## src/rtl/csel_pkg.sv

```systemverilog
package csel_pkg;
   localparam int NDIR = 4;
   // lane index of each direction; the lane order is also the tie-break order
   typedef enum logic [1:0] {
      DIR_N = 2'd0,
      DIR_E = 2'd1,
      DIR_S = 2'd2,
      DIR_W = 2'd3
   } dir_e;
   localparam int DIR_W_IDX = $clog2(NDIR);
endpackage

```

## src/rtl/csel_norm.sv

```systemverilog
module csel_norm #(
   parameter int IN_W  = 5,
   parameter int MAXV  = 16,
   parameter int FRAC  = 8,
   parameter bit ROUND = 1'b0
) (
   input  logic [IN_W-1:0] raw,
   output logic [FRAC:0]   norm
);
   localparam int RECIP = (1 << (2*FRAC)) / MAXV;
   localparam int RW    = 2*FRAC + 1;
   localparam int PW    = IN_W + RW;

   logic [PW-1:0] prod, adj, scaled;

   assign prod = PW'(raw) * PW'(RECIP);

   generate
      if (ROUND) begin : g_round
         assign adj = prod + PW'(1 << (FRAC-1));
      end else begin : g_trunc
         assign adj = prod;
      end
   endgenerate

   assign scaled = adj >> FRAC;
   assign norm   = (scaled > PW'(1 << FRAC)) ? (FRAC+1)'(1 << FRAC) : scaled[FRAC:0];
endmodule

```

## src/rtl/csel_score.sv

```systemverilog
module csel_score #(
   parameter int FRAC    = 8,
   parameter int BUF_W   = 5,
   parameter int PWR_W   = 8,
   parameter int MAX_BUF = 16,
   parameter int MAX_PWR = 255,
   parameter bit ROUND   = 1'b0,
   localparam int PD     = 2*(FRAC+1),
   localparam int SW     = PD + 1
) (
   input  logic [FRAC:0]        prob,
   input  logic [BUF_W-1:0]     free_cnt,
   input  logic [PWR_W-1:0]     dpwr,
   input  logic [FRAC:0]        wt_prob,
   input  logic [FRAC:0]        wt_buf,
   input  logic [FRAC:0]        wt_pwr,
   output logic signed [SW-1:0] score
);
   logic [FRAC:0] buf_n, pwr_n;
   logic [PD-1:0] t_prob, t_buf, t_pwr;

   csel_norm #(.IN_W(BUF_W), .MAXV(MAX_BUF), .FRAC(FRAC), .ROUND(ROUND)) u_nbuf (
      .raw(free_cnt), .norm(buf_n));
   csel_norm #(.IN_W(PWR_W), .MAXV(MAX_PWR), .FRAC(FRAC), .ROUND(ROUND)) u_npwr (
      .raw(dpwr), .norm(pwr_n));

   assign t_prob = PD'(wt_prob) * PD'(prob);
   assign t_buf  = PD'(wt_buf)  * PD'(buf_n);
   assign t_pwr  = PD'(wt_pwr)  * PD'(pwr_n);

   assign score = $signed({1'b0, t_prob}) + $signed({1'b0, t_buf}) - $signed({1'b0, t_pwr});
endmodule

```

## src/rtl/csel_argmax.sv

```systemverilog
module csel_argmax #(
   parameter int NDIR = 4,
   parameter int SW   = 19,
   localparam int IW  = $clog2(NDIR)
) (
   input  logic signed [SW-1:0] score [NDIR],
   input  logic [NDIR-1:0]      elig,
   output logic [NDIR-1:0]      win_oh,
   output logic [IW-1:0]        win_idx,
   output logic                 any
);
   logic signed [SW-1:0] best;

   // ascending scan with strict compare: the lowest lane keeps a tie
   always_comb begin
      best    = '0;
      win_idx = '0;
      any     = 1'b0;
      for (int i = 0; i < NDIR; i++) begin
         if (elig[i] && (!any || score[i] > best)) begin
            best    = score[i];
            win_idx = IW'(i);
            any     = 1'b1;
         end
      end
      win_oh = any ? (NDIR'(1) << win_idx) : '0;
   end
endmodule

```

## src/rtl/chan_score_sel.sv

```systemverilog
module chan_score_sel
   import csel_pkg::*;
#(
   parameter int FRAC    = 8,
   parameter int BUF_W   = 5,
   parameter int PWR_W   = 8,
   parameter int MAX_BUF = 16,
   parameter int MAX_PWR = 255,
   parameter bit ROUND   = 1'b0,
   localparam int PB     = FRAC + 1,
   localparam int SW     = 2*PB + 1
) (
   input  logic                  clk,
   input  logic                  rst_n,
   input  logic                  hdr_valid,
   input  logic [NDIR-1:0]       cand_mask,
   input  logic [NDIR-1:0]       resv_mask,
   input  logic [NDIR*PB-1:0]    prob_vec,
   input  logic [NDIR*BUF_W-1:0] free_vec,
   input  logic [NDIR*PWR_W-1:0] dpwr_vec,
   input  logic [PB-1:0]         wt_prob,
   input  logic [PB-1:0]         wt_buf,
   input  logic [PB-1:0]         wt_pwr,
   output logic [NDIR-1:0]       grant,
   output logic                  grant_valid
);
   // elaboration-time parameter checks
   generate
      if (FRAC < 2 || FRAC > 12) begin : g_bad_frac
         $error("FRAC out of range");
      end
      if (MAX_BUF < 1 || MAX_BUF > (1 << BUF_W) - 1) begin : g_bad_buf
         $error("MAX_BUF must be 1..2^BUF_W-1");
      end
      if (MAX_PWR < 1 || MAX_PWR > (1 << PWR_W) - 1) begin : g_bad_pwr
         $error("MAX_PWR must be 1..2^PWR_W-1");
      end
   endgenerate

   logic [NDIR-1:0]      elig;
   logic signed [SW-1:0] score [NDIR];
   logic [NDIR-1:0]      win_oh;
   logic [DIR_W_IDX-1:0] win_idx;
   logic                 any_elig;

   assign elig = cand_mask & ~resv_mask;

   generate
      for (genvar d = 0; d < NDIR; d++) begin : g_dir
         csel_score #(
            .FRAC(FRAC), .BUF_W(BUF_W), .PWR_W(PWR_W),
            .MAX_BUF(MAX_BUF), .MAX_PWR(MAX_PWR), .ROUND(ROUND)
         ) u_score (
            .prob    (prob_vec[d*PB +: PB]),
            .free_cnt(free_vec[d*BUF_W +: BUF_W]),
            .dpwr    (dpwr_vec[d*PWR_W +: PWR_W]),
            .wt_prob (wt_prob),
            .wt_buf  (wt_buf),
            .wt_pwr  (wt_pwr),
            .score   (score[d])
         );
      end
   endgenerate

   csel_argmax #(.NDIR(NDIR), .SW(SW)) u_arb (
      .score  (score),
      .elig   (elig),
      .win_oh (win_oh),
      .win_idx(win_idx),
      .any    (any_elig)
   );

   always_ff @(posedge clk) begin
      if (!rst_n) begin
         grant       <= '0;
         grant_valid <= 1'b0;
      end else if (hdr_valid) begin
         grant       <= win_oh;
         grant_valid <= any_elig;
      end else begin
         grant       <= '0;
         grant_valid <= 1'b0;
      end
   end

   AST_GRANT_ONEHOT: assert property (@(posedge clk) disable iff (!rst_n)
      $onehot0(grant));
   AST_VALID_HAS_GRANT: assert property (@(posedge clk) disable iff (!rst_n)
      grant_valid |-> grant != '0);
   AST_GRANT_HAS_VALID: assert property (@(posedge clk) disable iff (!rst_n)
      !grant_valid |-> grant == '0);
   AST_ELIGIBLE_ONLY: assert property (@(posedge clk) disable iff (!rst_n)
      hdr_valid |=> (grant & ~$past(elig)) == '0);
   AST_EMPTY_NO_GRANT: assert property (@(posedge clk) disable iff (!rst_n)
      (hdr_valid && elig == '0) |=> !grant_valid);
   AST_ONE_CYCLE: assert property (@(posedge clk) disable iff (!rst_n)
      (hdr_valid && elig != '0) |=> grant_valid);
   AST_IDLE_CLEAR: assert property (@(posedge clk) disable iff (!rst_n)
      !hdr_valid |=> !grant_valid);

   generate
      for (genvar d = 0; d < NDIR; d++) begin : g_chk
         AST_TOP_SCORE: assert property (@(posedge clk) disable iff (!rst_n)
            (any_elig && elig[d]) |-> score[d] <= score[win_idx]);
         AST_TIE_ORDER: assert property (@(posedge clk) disable iff (!rst_n)
            (any_elig && elig[d] && DIR_W_IDX'(d) < win_idx) |-> score[d] < score[win_idx]);
      end
   endgenerate
endmodule

```

## config.mk

```make
export PLATFORM = sky130hd
export DESIGN_NAME = chan_score_sel
export DESIGN_NICKNAME = d
export VERILOG_FILES = /design/src/rtl/csel_pkg.sv /design/src/rtl/csel_norm.sv /design/src/rtl/csel_score.sv /design/src/rtl/csel_argmax.sv /design/src/rtl/chan_score_sel.sv
export SDC_FILE = /design/constraint.sdc
export NUM_CORES = 2
export LEC_CHECK = 0
export ABC_AREA = 1
export BUFFER_PORTS_ARGS = -buffer_cell sky130_fd_sc_hd__buf_2
export CORE_AREA = 2 2 238 240
export CTS_BUF_LIST = sky130_fd_sc_hd__clkbuf_4 sky130_fd_sc_hd__clkbuf_8
export DETAILED_ROUTE_END_ITERATION = 8
export DIE_AREA = 0 0 240 242
export GPL_TIMING_DRIVEN = 0
export PLACE_DENSITY = 0.8
export SLEW_MARGIN = 0
export SYNTH_ARGS = -nofsm -noshare
export SYNTH_HDL_FRONTEND = slang
export SYNTH_SLANG_ARGS = --single-unit
```

## constraint.sdc

```tcl
create_clock -name clk -period 15.3 [get_ports clk]
set_input_delay 3.06 -clock clk [delete_from_list [all_inputs] [get_ports clk]]
set_output_delay 3.06 -clock clk [all_outputs]
set_load 0.02 [all_outputs]
```

* Word level (Yosys, flattened, before mapping)
Cells that the tools add are included.
** Word-level totals
- Memory bits (read-only) :: 0
- Latch bits :: 0
- Register bits :: 5
- Memories kept :: 0
- Input port bits :: 126
- RAM bits :: 0
- Word-level logic and storage cells :: 69
** Cells by class
- Multiply operators :: 16
- Magnitude comparators :: 11
- Reduce and logical (&&, ||, !) cells :: 11
- Shifts and indexed selects :: 1
- Add/sub/neg operators :: 8
- Bitwise gates (word level) :: 2
- Eq/ne operators :: 0
- Multiplexer cells :: 18
- Div/mod/pow operators :: 0
** Operator list (count)
- $mul A9 B9 Y18 :: 12
- $add A18 B18 Y19 :: 4
- $sub A19 B19 Y19 :: 4
- $gt A9 B9 Y1 const B :: 8
- $mux W9 :: 8
- $mul A8 B9 Y17 const B :: 4
- $gt A19 B19 Y1 :: 3
- $mux W19 :: 3
- $mux W1 :: 5
- $and A4 B4 Y4 :: 1
- $mux W2 :: 2
- $not A4 Y4 :: 1
- $shl A1 B2 Y4 const A :: 1
- $logic_and A1 B1 Y1 :: 3
- $logic_not A1 Y1 :: 3
- $logic_or A1 B1 Y1 :: 3
- $reduce_and A3 Y1 :: 1
- $reduce_and A2 Y1 :: 1

* Logic depth before layout (Yosys ltp)
- Word-level depth :: 19
- Mapped depth :: 86
- Mapped depth without buffers :: 83

* Cells and area by module
Synthesis repeated with hierarchy kept, for this count alone.
** Second synthesis, totals
- Cells, all modules :: 5801
- Area total of the unflattened synthesis :: 40542.6 um^2
** By module, submodules not included
- csel_score at g_dir[0].u_score :: area each 9380.2 um^2, cells an instance 1322, instances 1
- csel_score at g_dir[1].u_score :: area each 9350.2 um^2, cells an instance 1311, instances 1
- csel_score at g_dir[2].u_score :: area each 9341.5 um^2, cells an instance 1311, instances 1
- csel_score at g_dir[3].u_score :: area each 9331.4 um^2, cells an instance 1317, instances 1
- csel_argmax :: area each 2354.8 um^2, cells an instance 408, instances 1
- csel_norm at g_dir[0].u_score.u_nbuf ... :: area each 81.3 um^2, cells an instance 17, instances 4
- csel_norm at g_dir[0].u_score.u_npwr ... :: area each 71.3 um^2, cells an instance 10, instances 4
- chan_score_sel :: area each 173.9 um^2, cells an instance 24, instances 1

* Worst setup path after synthesis
OpenSTA, ideal clock, no wires.
- Kind :: in2reg
- Start point :: input port wt_pwr[8]
- End point :: register grant[3]
- Arrival :: 14.823 ns
- Stages :: 73
- Path slack :: 0.363 ns
- Setup time :: 0.114 ns
- Cells stage by stage :: clkbuf_1 nand2_1 fa_1 inv_1 fa_1 fa_1 inv_1 fa_1 inv_1 ha_1 a21oi_1 a21boi_0 o21ai_0 a21boi_0 xor2_1 fa_1 inv_1 fa_1 [37 not listed] nand2_4 buf_4 nand3_1 nand2_1 ha_1 nand2_1 nor2_1 nand2_1 nor2_1 nand2_1 nand3_1 nand2_1 nand3_1 nand2_1 nand2_1 nand2_1 nand2_1 nor2_1
** Between the ends
- Longest elaborated chain between the ends :: 16
- Elaborated cells on any way between the ends :: 30
- Those cells by class :: add/sub (4); mul (4); order compare (3); shift (1); mux (9); reduce/logical (9)
** Ends and longest elaborated chain
- start, declared :: line chan_score_sel.sv:23 : input logic [PB-1:0] wt_pwr,
- $mul A9 B9 Y18 :: line csel_score.sv:29 : assign t_pwr = PD'(wt_pwr) * PD'(pwr_n);
- $sub A19 B19 Y19 :: line csel_score.sv:31 : assign score = $signed({1'b0, t_prob}) + $signed({1'b0, t_buf}) - $signed({1'b0, t_pwr});
- $mux W19 :: line csel_argmax.sv:20 : if (elig[i] && (!any || score[i] > best)) begin
- $gt A19 B19 Y1 :: line csel_argmax.sv:20
- $logic_or A1 B1 Y1 :: line csel_argmax.sv:20
- $logic_and A1 B1 Y1 :: line csel_argmax.sv:20
- $mux W19 / $mux W1 (equally long branches) :: line csel_argmax.sv:20
- $gt A19 B19 Y1 / $logic_not A1 Y1 (equally long branches) :: line csel_argmax.sv:20
- $logic_or A1 B1 Y1 :: line csel_argmax.sv:20
- $logic_and A1 B1 Y1 :: line csel_argmax.sv:20
- $mux W19 / $mux W1 (equally long branches) :: line csel_argmax.sv:20
- $gt A19 B19 Y1 / $logic_not A1 Y1 (equally long branches) :: line csel_argmax.sv:20
- $logic_or A1 B1 Y1 :: line csel_argmax.sv:20
- $logic_and A1 B1 Y1 :: line csel_argmax.sv:20
- $mux W1 / $mux W2 (equally long branches) :: line csel_argmax.sv:20
- $reduce_and A3 Y1 (no line) / $shl A1 B2 Y4 (equally long branches)
- end signal, assigned :: line chan_score_sel.sv:78 : grant <= win_oh;
- end, declared :: line chan_score_sel.sv:24 : output logic [NDIR-1:0] grant,
Parallel ways exist; a longest one is shown, timed or not.
A chain may end at the register's enable or synchronous reset.

* Final worst setup path
- Start point :: input port wt_pwr[5]
- End point :: register grant[3]
The elaborated chain is that of the path after synthesis.

==> results by group <==
Placed design
  • Dpl cells: 5281
  • Gp weighted congestion: 1.01
  • HPWL after DPL: 77200 µm
  • # port buffers: 45

Clock network
  • Reg clk slew, reported paths: 40 ps
  • Root Driver: clkbuf_8
  • Total CTS buffers: 3
  • Clk buf depth: 2
  • CTS tree: yes
  • Htree depth: 1
  • Clk sinks: 5

Timing
  • Slew HR: 32.9%
  • Fin Hold WS: 3140 ps
  • Final Cycle Share: 102%
  • Hold Violations, Final: 0
  • Worst-Margin Slew: 1010 ps
  • Final Worst Setup Slack: -280 ps
  • F_max: 64.2 MHz
  • Setup TNS: -954 ps
  • Tmin final: 15580 ps
  • Setup violators final: 4
  • RSZ-0062 raised after global routing: true
  • Max-slew violations: 0

Setup path
  • Buf+Inv Stages, Crit Path: 16
  • CP Capture Type: flop
  • CP delay by family, top: adder cells
  • CP Depth: 75
  • CP arrival: 15690 ps
  • Max FO, Critical Path: 8
  • Crit-path slowest cell: fa_1
  • Crit path top cell by count: nand2_1
  • Kind of critical path: in2reg
  • WP data required: 15410 ps
  • Peak per-stage delay on the critical path: 590 ps
  • Crit path launch type: input pin

Synth
  • Synth top area share: 36.6%
  • Count leader, synth: inv_1
  • Post-synth ARST share: 0%
  • Register area share after synthesis: 0.303%
  • Commonest cells in the synthesized netlist: inv_1 (1412), nand2_1 (1069), fa_1 (604)
  • Main synth FF type: dfxtp_1
  • Syn avg cell area: 7.38 µm²
  • Cell variety after synth: 46
  • Post-Syn Nets: 5783
  • Synth warnings: 0
  • Mapped Cells: 4480
  • Cell taking the most area after synthesis: fa_1
  • EDFF count, synth: 0
  • Mapped Area: 0.0331 mm²
  • Synth area leaders: fa_1 (37%), ha_1 (22%), inv_1 (16%)
  • FF+latch count, synth: 5

Finish
  • Post-layout util: 65.7%
  • Layout cells sized above 1: 9.32%
  • Fillers: 4651
  • Fin cells: 5369
  • Final #Nets: 5906
  • Layout area overhead: 10.9%

Routing
  • DR iter-0 viols: 2104
  • Drt pass-1 iters: 7
  • Post-Route WL: 94300 µm
  • Post-DRT Antenna Nets: 0
  • Drt wl/cell: 17.6 µm
  • Via count: 28300
  • Drt drc: 0
  • Drt via density: 5.27

Die
  • Core area: 0.0557 mm²
  • Die ar.: 0.0581 mm²
  • Initial Utilization: 59.3%
  • Num ports: 131
  • Std cell rows: 87
  • Die Wd: 240 µm
  • Die Ht: 242 µm

Min path
  • Min-delay worst type: in2reg
  • Worst Hold End: grant_valid$_SDFF_PN0_
  • Hold Path Stages: 2
  • Hold Path Origin: rst_n

GRT
  • Vias in the first global route: 27900
  • Largest net degree at the start of global routing: 11
  • GR Util met2: 51.3%
  • GRT Total Usage: 31.8%
  • Met1 Usage GRT: 41.4%
  • Global route hottest layer: met2
  • Global-route wire length before repair: 145000 µm
  • Initial antenna violation count: 15
  • Grt total ovfl: 0
  • GRT met3 Usage: 6.51%

Run status
  • Status: finished with violations
  • Failing checks: setup timing

Job
  • MaxCap Viol Count: 0
## final cells by class
class                           count  area [µm²]  share of cell area [%]
Multi-Input combinational cell   2903       28300                    77.2
Inverter                         1412        5300                    14.5
Buffer                            160        1030                    2.80
Tap cell                          756         946                    2.58
Timing Repair Buffer              118         901                    2.46
Sequential cell                     5         100                   0.273
Clock buffer                        4        48.8                   0.133
Antenna cell                       11        27.5                  0.0751
## flip-flops by register name, summed over array words and instances, names as in the netlist
signal	flops
grant	4
grant_valid	1
## through the flow
step / setup WS, ps / cell area, µm²
after detailed placement: -1860 / 34200
after CTS: 6.99 / 35300
after global routing: -709 / 36600
after global placement: -1720 / 34200
final: -280 / 36600
after floorplan: 363 / 33100
## metal layers
layer,share of wire (%),vias to the layer above
met5,0.094,-
li1,-,13100
met4,5.8,14
met2,46,1326
met3,9.4,325
met1,39,13500
## logic make-up after synthesis
logic type / share of synthesized area, %
xor gates and xnor gates: 2.52
AOI/OAI and AO/OA: 3.88
buffers and inverters: 18.0
DFF: 0.303
adders and majority gates: 58.3
and+or+nand+nor: 17.0
## worst max-delay path by stage
stage / from / end / slack, ps
2_1_floorplan: wt_pwr[8] / grant[3]$_SDFF_PN0_ / 360
3_3_place_gp: wt_pwr[8] / grant[3]$_SDFF_PN0_ / -1720
3_5_place_dp: wt_pwr[8] / grant[3]$_SDFF_PN0_ / -1860
4_1_cts: wt_pwr[8] / grant[3]$_SDFF_PN0_ / 7
5_1_grt: wt_pwr[5] / grant[3]$_SDFF_PN0_ / -710
6_report: wt_pwr[5] / grant[3]$_SDFF_PN0_ / -280
## repair_timing
action / 4_1_cts / 5_1_grt
endpoints found under the setup margin: 4 / 4
gates cloned: 2 / 1
hold buffers: 0 / 0
resized for setup: 165 / 291
pin swaps: 41 / 135
setup buffers: 38 / 33
## cells in the final DEF (no fill, tap or decap), types with 45 or more instances in the layout
cell	n
inv_1	1389
clkbuf_1	106
buf_4	67
xor2_1	53
buf_2	45
nand2_1	1020
nand3_1	64
ha_1	526
fa_1	596
a21oi_1	108
nor2_1	134
Power is not shown: default switching activity piles up to over one toggle a cycle in this logic, so the estimate is an artifact.
